[config.mk]
export PLATFORM = sky130hd
export DESIGN_NAME = mux_bus_ctrl
export DESIGN_NICKNAME = d
export VERILOG_FILES = /design/src/rtl/mbc_pkg.sv /design/src/rtl/mbc_seq.sv /design/src/rtl/mbc_drive.sv /design/src/rtl/mbc_capture.sv /design/src/rtl/mux_bus_ctrl.sv
export SDC_FILE = /design/constraint.sdc
export NUM_CORES = 1
export LEC_CHECK = 0
export ABC_AREA = 1
export CORE_MARGIN = 2
export CORE_UTILIZATION = 60
export DETAILED_ROUTE_END_ITERATION = 6
export DONT_BUFFER_PORTS = 1
export PLACE_DENSITY = 0.84
export SETUP_SLACK_MARGIN = 0.1
export SYNTH_ARGS = -nofsm -noshare
export SYNTH_HDL_FRONTEND = slang
export SYNTH_HIERARCHICAL = 1
export SYNTH_SLANG_ARGS = --single-unit
[constraint.sdc]
create_clock -name clk -period 1.58 [get_ports clk]
set_input_delay 0.079 -clock clk [delete_from_list [all_inputs] [get_ports clk]]
set_output_delay 0.079 -clock clk [all_outputs]
set_load 0.05 [all_outputs]
[src/rtl/mbc_pkg.sv]
package mbc_pkg;
    typedef enum logic [2:0] {
        PH_IDLE  = 3'd0,
        PH_ADDR  = 3'd1,
        PH_HOLD  = 3'd2,
        PH_TURN  = 3'd3,
        PH_DATA0 = 3'd4,
        PH_DATA1 = 3'd5
    } phase_t;
endpackage

[src/rtl/mbc_seq.sv]
module mbc_seq
    import mbc_pkg::*;
#(
    parameter int ADDR_W = 13,
    parameter int DATA_W = 8
) (
    input  logic              clk,
    input  logic              rst_n,
    input  logic              halt,
    input  logic              req_valid,
    input  logic [ADDR_W-1:0] req_addr,
    input  logic              req_write,
    input  logic [DATA_W-1:0] req_wdata,
    input  logic              req_fetch,
    output logic              req_ready,
    output phase_t            state_q,
    output logic [ADDR_W-1:0] addr_q,
    output logic              wr_q,
    output logic [DATA_W-1:0] wdata_q,
    output logic              fetch_q
);
    phase_t state_d;
    logic   accept;

    assign req_ready = !halt && (state_q == PH_IDLE || state_q == PH_DATA1);
    assign accept    = req_valid && req_ready;

    always_comb begin
        state_d = state_q;
        unique case (state_q)
            PH_IDLE:  state_d = accept ? PH_ADDR : PH_IDLE;
            PH_ADDR:  state_d = PH_HOLD;
            PH_HOLD:  state_d = PH_TURN;
            PH_TURN:  state_d = PH_DATA0;
            PH_DATA0: state_d = PH_DATA1;
            PH_DATA1: state_d = accept ? PH_ADDR : PH_IDLE;
            default:  state_d = PH_IDLE;
        endcase
    end

    always_ff @(posedge clk or negedge rst_n) begin
        if (!rst_n) begin
            state_q <= PH_IDLE;
        end else begin
            state_q <= state_d;
        end
    end

    always_ff @(posedge clk or negedge rst_n) begin
        if (!rst_n) begin
            addr_q  <= '0;
            wr_q    <= 1'b0;
            wdata_q <= '0;
            fetch_q <= 1'b0;
        end else if (accept) begin
            addr_q  <= req_addr;
            wr_q    <= req_write;
            wdata_q <= req_wdata;
            fetch_q <= req_fetch;
        end
    end

    // a cycle, once begun, walks its phases in order
    a_r1_addr_to_hold: assert property (@(posedge clk) disable iff (!rst_n)
        state_q == PH_ADDR |=> state_q == PH_HOLD);
    a_r1_turn_to_data: assert property (@(posedge clk) disable iff (!rst_n)
        state_q == PH_TURN |=> state_q == PH_DATA0);
    // halted and idle means still idle on the next clock
    a_r9_halt_holds_idle: assert property (@(posedge clk) disable iff (!rst_n)
        (halt && state_q == PH_IDLE) |=> state_q == PH_IDLE);
endmodule

[src/rtl/mbc_drive.sv]
module mbc_drive
    import mbc_pkg::*;
#(
    parameter int ADDR_W = 13,
    parameter int DATA_W = 8,
    localparam int HI_W  = ADDR_W - DATA_W
) (
    input  logic              clk,
    input  logic              rst_n,
    input  phase_t            state_q,
    input  logic [ADDR_W-1:0] addr_q,
    input  logic              wr_q,
    input  logic [DATA_W-1:0] wdata_q,
    input  logic              fetch_q,
    output logic              as_o,
    output logic              ds_o,
    output logic              rw_o,
    output logic              li_o,
    output logic [HI_W-1:0]   addr_hi_o,
    output logic [DATA_W-1:0] bus_out_o,
    output logic              bus_oe_o
);
    logic in_cycle;
    logic addr_phase;

    assign in_cycle   = (state_q != PH_IDLE);
    assign addr_phase = (state_q == PH_ADDR) || (state_q == PH_HOLD);
    assign addr_hi_o  = addr_q[ADDR_W-1:DATA_W];

    always_comb begin
        as_o      = 1'b0;
        ds_o      = 1'b0;
        rw_o      = 1'b1;
        li_o      = 1'b0;
        bus_oe_o  = 1'b0;
        bus_out_o = wdata_q;
        unique case (state_q)
            PH_IDLE: begin
            end
            PH_ADDR: begin
                as_o = 1'b1;
            end
            PH_HOLD, PH_TURN: begin
            end
            PH_DATA0, PH_DATA1: begin
                ds_o = 1'b1;
            end
            default: begin
            end
        endcase
        if (in_cycle) begin
            rw_o     = !wr_q;
            li_o     = fetch_q && !wr_q;
            bus_oe_o = addr_phase || wr_q;
        end
        if (addr_phase) begin
            bus_out_o = addr_q[DATA_W-1:0];
        end
    end

    // strobes never overlap
    a_r2_strobes_exclusive: assert property (@(posedge clk) disable iff (!rst_n)
        !(as_o && ds_o));
    // direction is held across the data strobe
    a_r4_rw_stable_in_ds: assert property (@(posedge clk) disable iff (!rst_n)
        (ds_o && $past(ds_o)) |-> $stable(rw_o));
    // the controller never fights the bus during read data
    a_r6_no_drive_on_read: assert property (@(posedge clk) disable iff (!rst_n)
        (ds_o && rw_o) |-> !bus_oe_o);
    // address strobe is a single clock
    a_r2_as_one_clock: assert property (@(posedge clk) disable iff (!rst_n)
        as_o |=> !as_o);
endmodule

[src/rtl/mbc_capture.sv]
module mbc_capture
    import mbc_pkg::*;
#(
    parameter int DATA_W = 8
) (
    input  logic              clk,
    input  logic              rst_n,
    input  phase_t            state_q,
    input  logic              wr_q,
    input  logic [DATA_W-1:0] bus_in_i,
    output logic [DATA_W-1:0] rd_data_o,
    output logic              done_o
);
    logic strobe_end;

    assign strobe_end = (state_q == PH_DATA1);

    always_ff @(posedge clk or negedge rst_n) begin
        if (!rst_n) begin
            rd_data_o <= '0;
            done_o    <= 1'b0;
        end else begin
            done_o <= strobe_end;
            if (strobe_end && !wr_q) begin
                rd_data_o <= bus_in_i;
            end
        end
    end

    // done is a single-clock pulse
    a_r7_done_single: assert property (@(posedge clk) disable iff (!rst_n)
        done_o |=> !done_o);
    // a write cycle does not disturb the read register
    a_r6_write_keeps_rd: assert property (@(posedge clk) disable iff (!rst_n)
        (strobe_end && wr_q) |=> $stable(rd_data_o));
endmodule

[src/rtl/mux_bus_ctrl.sv]
module mux_bus_ctrl
    import mbc_pkg::*;
#(
    parameter int ADDR_W = 13,
    parameter int DATA_W = 8,
    localparam int HI_W  = ADDR_W - DATA_W
) (
    input  logic              clk,
    input  logic              rst_n,
    input  logic              halt,
    input  logic              req_valid,
    output logic              req_ready,
    input  logic [ADDR_W-1:0] req_addr,
    input  logic              req_write,
    input  logic [DATA_W-1:0] req_wdata,
    input  logic              req_fetch,
    output logic [DATA_W-1:0] rd_data_o,
    output logic              done_o,
    output logic              as_o,
    output logic              ds_o,
    output logic              rw_o,
    output logic              li_o,
    output logic [HI_W-1:0]   addr_hi_o,
    output logic [DATA_W-1:0] bus_out_o,
    output logic              bus_oe_o,
    input  logic [DATA_W-1:0] bus_in_i
);
    phase_t            state_q;
    logic [ADDR_W-1:0] addr_q;
    logic              wr_q;
    logic [DATA_W-1:0] wdata_q;
    logic              fetch_q;

    mbc_seq #(.ADDR_W(ADDR_W), .DATA_W(DATA_W)) seq_i (
        .clk       (clk),
        .rst_n     (rst_n),
        .halt      (halt),
        .req_valid (req_valid),
        .req_addr  (req_addr),
        .req_write (req_write),
        .req_wdata (req_wdata),
        .req_fetch (req_fetch),
        .req_ready (req_ready),
        .state_q   (state_q),
        .addr_q    (addr_q),
        .wr_q      (wr_q),
        .wdata_q   (wdata_q),
        .fetch_q   (fetch_q)
    );

    mbc_drive #(.ADDR_W(ADDR_W), .DATA_W(DATA_W)) drive_i (
        .clk       (clk),
        .rst_n     (rst_n),
        .state_q   (state_q),
        .addr_q    (addr_q),
        .wr_q      (wr_q),
        .wdata_q   (wdata_q),
        .fetch_q   (fetch_q),
        .as_o      (as_o),
        .ds_o      (ds_o),
        .rw_o      (rw_o),
        .li_o      (li_o),
        .addr_hi_o (addr_hi_o),
        .bus_out_o (bus_out_o),
        .bus_oe_o  (bus_oe_o)
    );

    mbc_capture #(.DATA_W(DATA_W)) capture_i (
        .clk       (clk),
        .rst_n     (rst_n),
        .state_q   (state_q),
        .wr_q      (wr_q),
        .bus_in_i  (bus_in_i),
        .rd_data_o (rd_data_o),
        .done_o    (done_o)
    );

    // every data strobe ending is followed by done
    a_r7_done_after_ds: assert property (@(posedge clk) disable iff (!rst_n)
        $fell(ds_o) |-> done_o);
endmodule

==> impl_metrics.tcl, run 1 <==
set metrics [dict create \
    status "did not finish" \
    lastStage "global routing" \
    firstError "[ERROR DPL-0038] Utilization greater than 100%, impossible to legalize" \
    ios 63 \
    cts.sink_count 35 \
    dp_cells 234 \
    cts_buffer_depth 2 \
    cts_root_buf "clkbuf_4" \
    start_util_pct 63.7 \
    dp_slack_ns -0.0485 \
    fp.dieH_um 58.1 \
    syn_area_per_cell_um2 8.70 \
    grt-worst-endpoint "req_ready" \
    grt_max_degree 36 \
    gp_congestion 0.811 \
    cts_buffers 5 \
    cts.htree.levels 2 \
    place_hpwl_mm 2.62 \
    ys_warn_count 6 \
    ys_types 20 \
    die_w_um 58.1 \
    rows 19 \
    worst-ep-kind "top-level output" \
    ys_ff_latch 35 \
    netlist_instances 202 \
    netlist_area_mm2 0.00176 \
    ys_seq_area_share_pct 49.9 \
    synth_fp_nets 237 \
    numPortBuffers 0 \
]
## through the flow
stage	TNS, ns	utilization, %	cell area [um2]
floorplan	0	-	1770
global placement	0	69.7	1920
detailed placement	-0.148	69.7	1920
CTS	-0.242	97.1	2680
## kinds of logic after synthesis
family	after synthesis	share of synthesized area (%)
AOI/OAI and AO/OA	2	0.783
buffers and inverters	21	7.83
DFF	35	49.9
and+or+nand+nor	144	41.5
## synthesized netlist by cell type, drive strengths merged
| cell type | n | area share, % |
|---|---|---|
| buf | 12 | 5.9 |
| clkbuf | 2 | 0.43 |
| dfrtp | 35 | 50 |
| inv | 7 | 1.5 |
| nand2 | 91 | 23 |
| nand3 | 20 | 6.0 |
| nand4 | 24 | 9.4 |
| nor2 | 9 | 3.6 |
| o21ai | 2 | 0.78 |
## repair_timing
action,in CTS
setup buffers,18
resized for setup,36
endpoints found under the hold margin,66
hold buffers,35
gates cloned,3
pin swaps,10
endpoints found under the setup margin,37
==> inputs of run 2 (changes only) <==
--- a/config.mk
+++ b/config.mk
@@ -7,11 +7,10 @@
 export LEC_CHECK = 0
 export ABC_AREA = 1
 export CORE_MARGIN = 2
-export CORE_UTILIZATION = 60
+export CORE_UTILIZATION = 40
 export DETAILED_ROUTE_END_ITERATION = 6
 export DONT_BUFFER_PORTS = 1
-export PLACE_DENSITY = 0.84
-export SETUP_SLACK_MARGIN = 0.1
+export PLACE_DENSITY_LB_ADDON = 0.15
 export SYNTH_ARGS = -nofsm -noshare
 export SYNTH_HDL_FRONTEND = slang
 export SYNTH_HIERARCHICAL = 1
==> run 2 against run 1 <==
Compared with the run above: the run now ends clean; synthesized cell count is the same; area after synthesis is the same.
==> impl_metrics.tcl, run 2 <==
set metrics [dict create \
    crit_fanout 10 \
    worstSetupStartpointType "register" \
    cts.sink_count 35 \
    ios 63 \
    cts_tree "yes" \
    ant_nets 0 \
    yosys.area_share.simple_pct 41.5 \
    ys_top_cells_by_count "nand2_1 (75), dfrtp_1 (35), nand4_1 (23)" \
    netlist_instances 202 \
    final_common_cell "nand2_1" \
    ys_seq_area_share_pct 49.9 \
    cts_buffer_depth 2 \
    synth.most_common_cell "nand2_1" \
    die_w_um 70.3 \
    synth_top_area_share_pct 49.9 \
    finalWorstSetupSlack_ns 0.0253 \
    cp.required_ns 1.50 \
    fin_crit_ns 1.55 \
    avgRoutedWirePerCell_um 15.1 \
    cts_buffers 5 \
    critPathCaptureType "primary output" \
    p_per_area_mw_per_mm2 2610 \
    grt_pass1_wl_mm 7.52 \
    leakagePower_nw 1.27 \
    largestRegisters "seq_i/addr_q x13, capture_i/rd_data_o x8, seq_i/wdata_q x8" \
    ys_types 20 \
    final_cell_mix "nand2_1 (67), dlygate4sd3_1 (33), dfrtp_1 (32), nand4_1 (23), nand2_2 (20)" \
    drv_slew 0 \
    via_count 1633 \
    max-vdd-ir-drop_mv 1.51 \
    synth_flop_cell "dfrtp_1" \
    largest_register_ffs 13 \
    async_flop_share_pct 100 \
    syn_area_per_cell_um2 8.70 \
    top_register "seq_i/addr_q" \
    tightest_slew_ns 0.866 \
    gp_congestion 0.819 \
    fp.dieH_um 70.3 \
    rows 24 \
    max_slew_margin_pct 42.1 \
    num-fill-cells 364 \
    ys_ff_latch 35 \
    antenna_found_initial 0 \
    hold_class "input port to register" \
    place_hpwl_mm 2.77 \
    worstPathCellList "nor2_4, nand2_8, nand2_8, nand2_1, nand2_2, buf_12" \
    numPortBuffers 0 \
    drtPass1Iterations 4 \
    area_growth_pct 49.5 \
    min_period_over_period_pct 98.4 \
    finalHoldViolCount 0 \
    cp_data_arrival_time_ns 1.48 \
    drt_iter0_drc 86 \
    synth_edf_count 0 \
    synth_fp_nets 237 \
    ys_warn_count 6 \
    totalWireLength_mm 4.66 \
    grt_pass1_vias 1600 \
    setup_viol 0 \
    ys_top_cells_by_area "dfrtp_1 (50%), nand2_1 (16%), nand4_1 (8.2%)" \
    synth_top_family_by_area "simple AND/OR/NAND/NOR gates" \
    route.detailed.drc 0 \
    nets 290 \
    synth-xor-area-share_pct 0 \
    netlist_area_mm2 0.00176 \
    track_usage_pct 19.3 \
    hold_ws_ns 0.0995 \
    rsz0062_at_grt "true" \
    clock.fmax_mhz 643 \
    crit_family "simple AND/OR/NAND/NOR gates" \
    cts.htree.levels 2 \
    diodes 0 \
    clkTransAtPathRegs_ns 0.08 \
    yosys.area.top_type "dfrtp_1" \
    grt_overflow 0 \
    cts_root_buf "clkbuf_8" \
    synth_mux_area_share_pct 0 \
    drt-vias-per-instance 5.30 \
    crit_slowest_cell "dfrtp_2" \
    drive_gt1_share_pct 29.3 \
    grt_max_degree 36 \
    status "complete, no violations" \
    start_util_pct 40.9 \
    cp.buffers_inverters 1 \
    synthAdderAreaFrac_pct 0 \
    skew_ns 0.00731 \
    crit_type "register to primary output" \
    die_area_mm2 0.00494 \
    dp_slack_ns -0.0376 \
    crit_top_cell "nand2_8" \
    slowest_delay_ns 0.45 \
    coreArea_mm2 0.00429 \
    clk_latency_ns 0.29 \
    maxCapViolations 0 \
    synth-compound-area-share_pct 0.783 \
]
run 2: area by class of cell:
| type | instances | area, um2 | share of cell area (%) |
|---|---|---|---|
| repair buffers | 59 | 683 | 26.0 |
| multi-input cells | 147 | 836 | 31.8 |
| inverters | 7 | 26.3 | 1.00 |
| well taps | 52 | 65.1 | 2.48 |
| flip-flops and latches | 35 | 880 | 33.5 |
| clock inverters | 3 | 67.6 | 2.57 |
| clock buffers | 5 | 68.8 | 2.62 |
run 2: layer usage:
layer	track usage, %	vias up	part of all wire [%]
li1	-	776	-
met1	24.4	790	41
met2	31.6	55	52
met3	5.19	12	4.9
met4	7.26	0	2.0
met5	0	-	0
run 2: where the power goes:
part	internal [mW]	switching (mW)
Clock	0.629	0.339
Sequential	1.30	0.912
Combinational	1.52	2.16
Total	3.45	3.42
run 2: final timing paths:
path | start | endpoint | slack (ns) | cells past startpoint
worst max-delay path | seq_i/state_q[2] | bus_out_o[7] | 0.03 | 6
worst min-delay path | req_valid | seq_i/wr_q | 0.1 | 3
worst max register to register | seq_i/state_q[0] | seq_i/addr_q[0] | 0.10 | 5
worst min register to register | seq_i/wdata_q[2] | seq_i/wdata_q[2] | 0.48 | 2
max in group asynchronous | rst_n | seq_i/state_q[1] | 1.15 | 2
min in group asynchronous | rst_n | capture_i/done_o | 0.24 | 2
run 2: tightest hold or removal path, stage by stage:
cell and delay [ns]:
nand4_4 0.17, nand2_2 0.06, nand2_1 0.05
run 2: what timing repair did:
item,4_1_cts,5_1_grt
setup buffers,5,3
endpoints found under the hold margin,66,0
cloned,0,1
pin swaps,2,0
gates resized for setup,7,14
hold buffers,34,0
setup endpoints to repair,34,34
run 2: cell families (layout without fill, tap and decap cells):
family | Yosys count | in the layout
buffers and inverters | 21 | 74
and+or+nand+nor | 144 | 145
DFF | 35 | 35
AOI/OAI and AO/OA | 2 | 2
run 2: metrics by stage:
step | cell area (um2) | std cells | util [%] | total power, mW | TNS [ns]
floorplan | 1760 | 202 | - | 4.27 | 0
global placement | 1970 | 257 | 45.9 | 5.31 | 0
detailed placement | 1970 | 257 | 45.9 | 5.38 | -0.313
CTS | 2540 | 304 | 59.1 | 6.64 | -0.0376
global route | 2630 | 308 | 61.2 | 7.21 | -0.297
finish | 2630 | 308 | 61.2 | 6.87 | 0
Power figures use the tool's default switching activity.
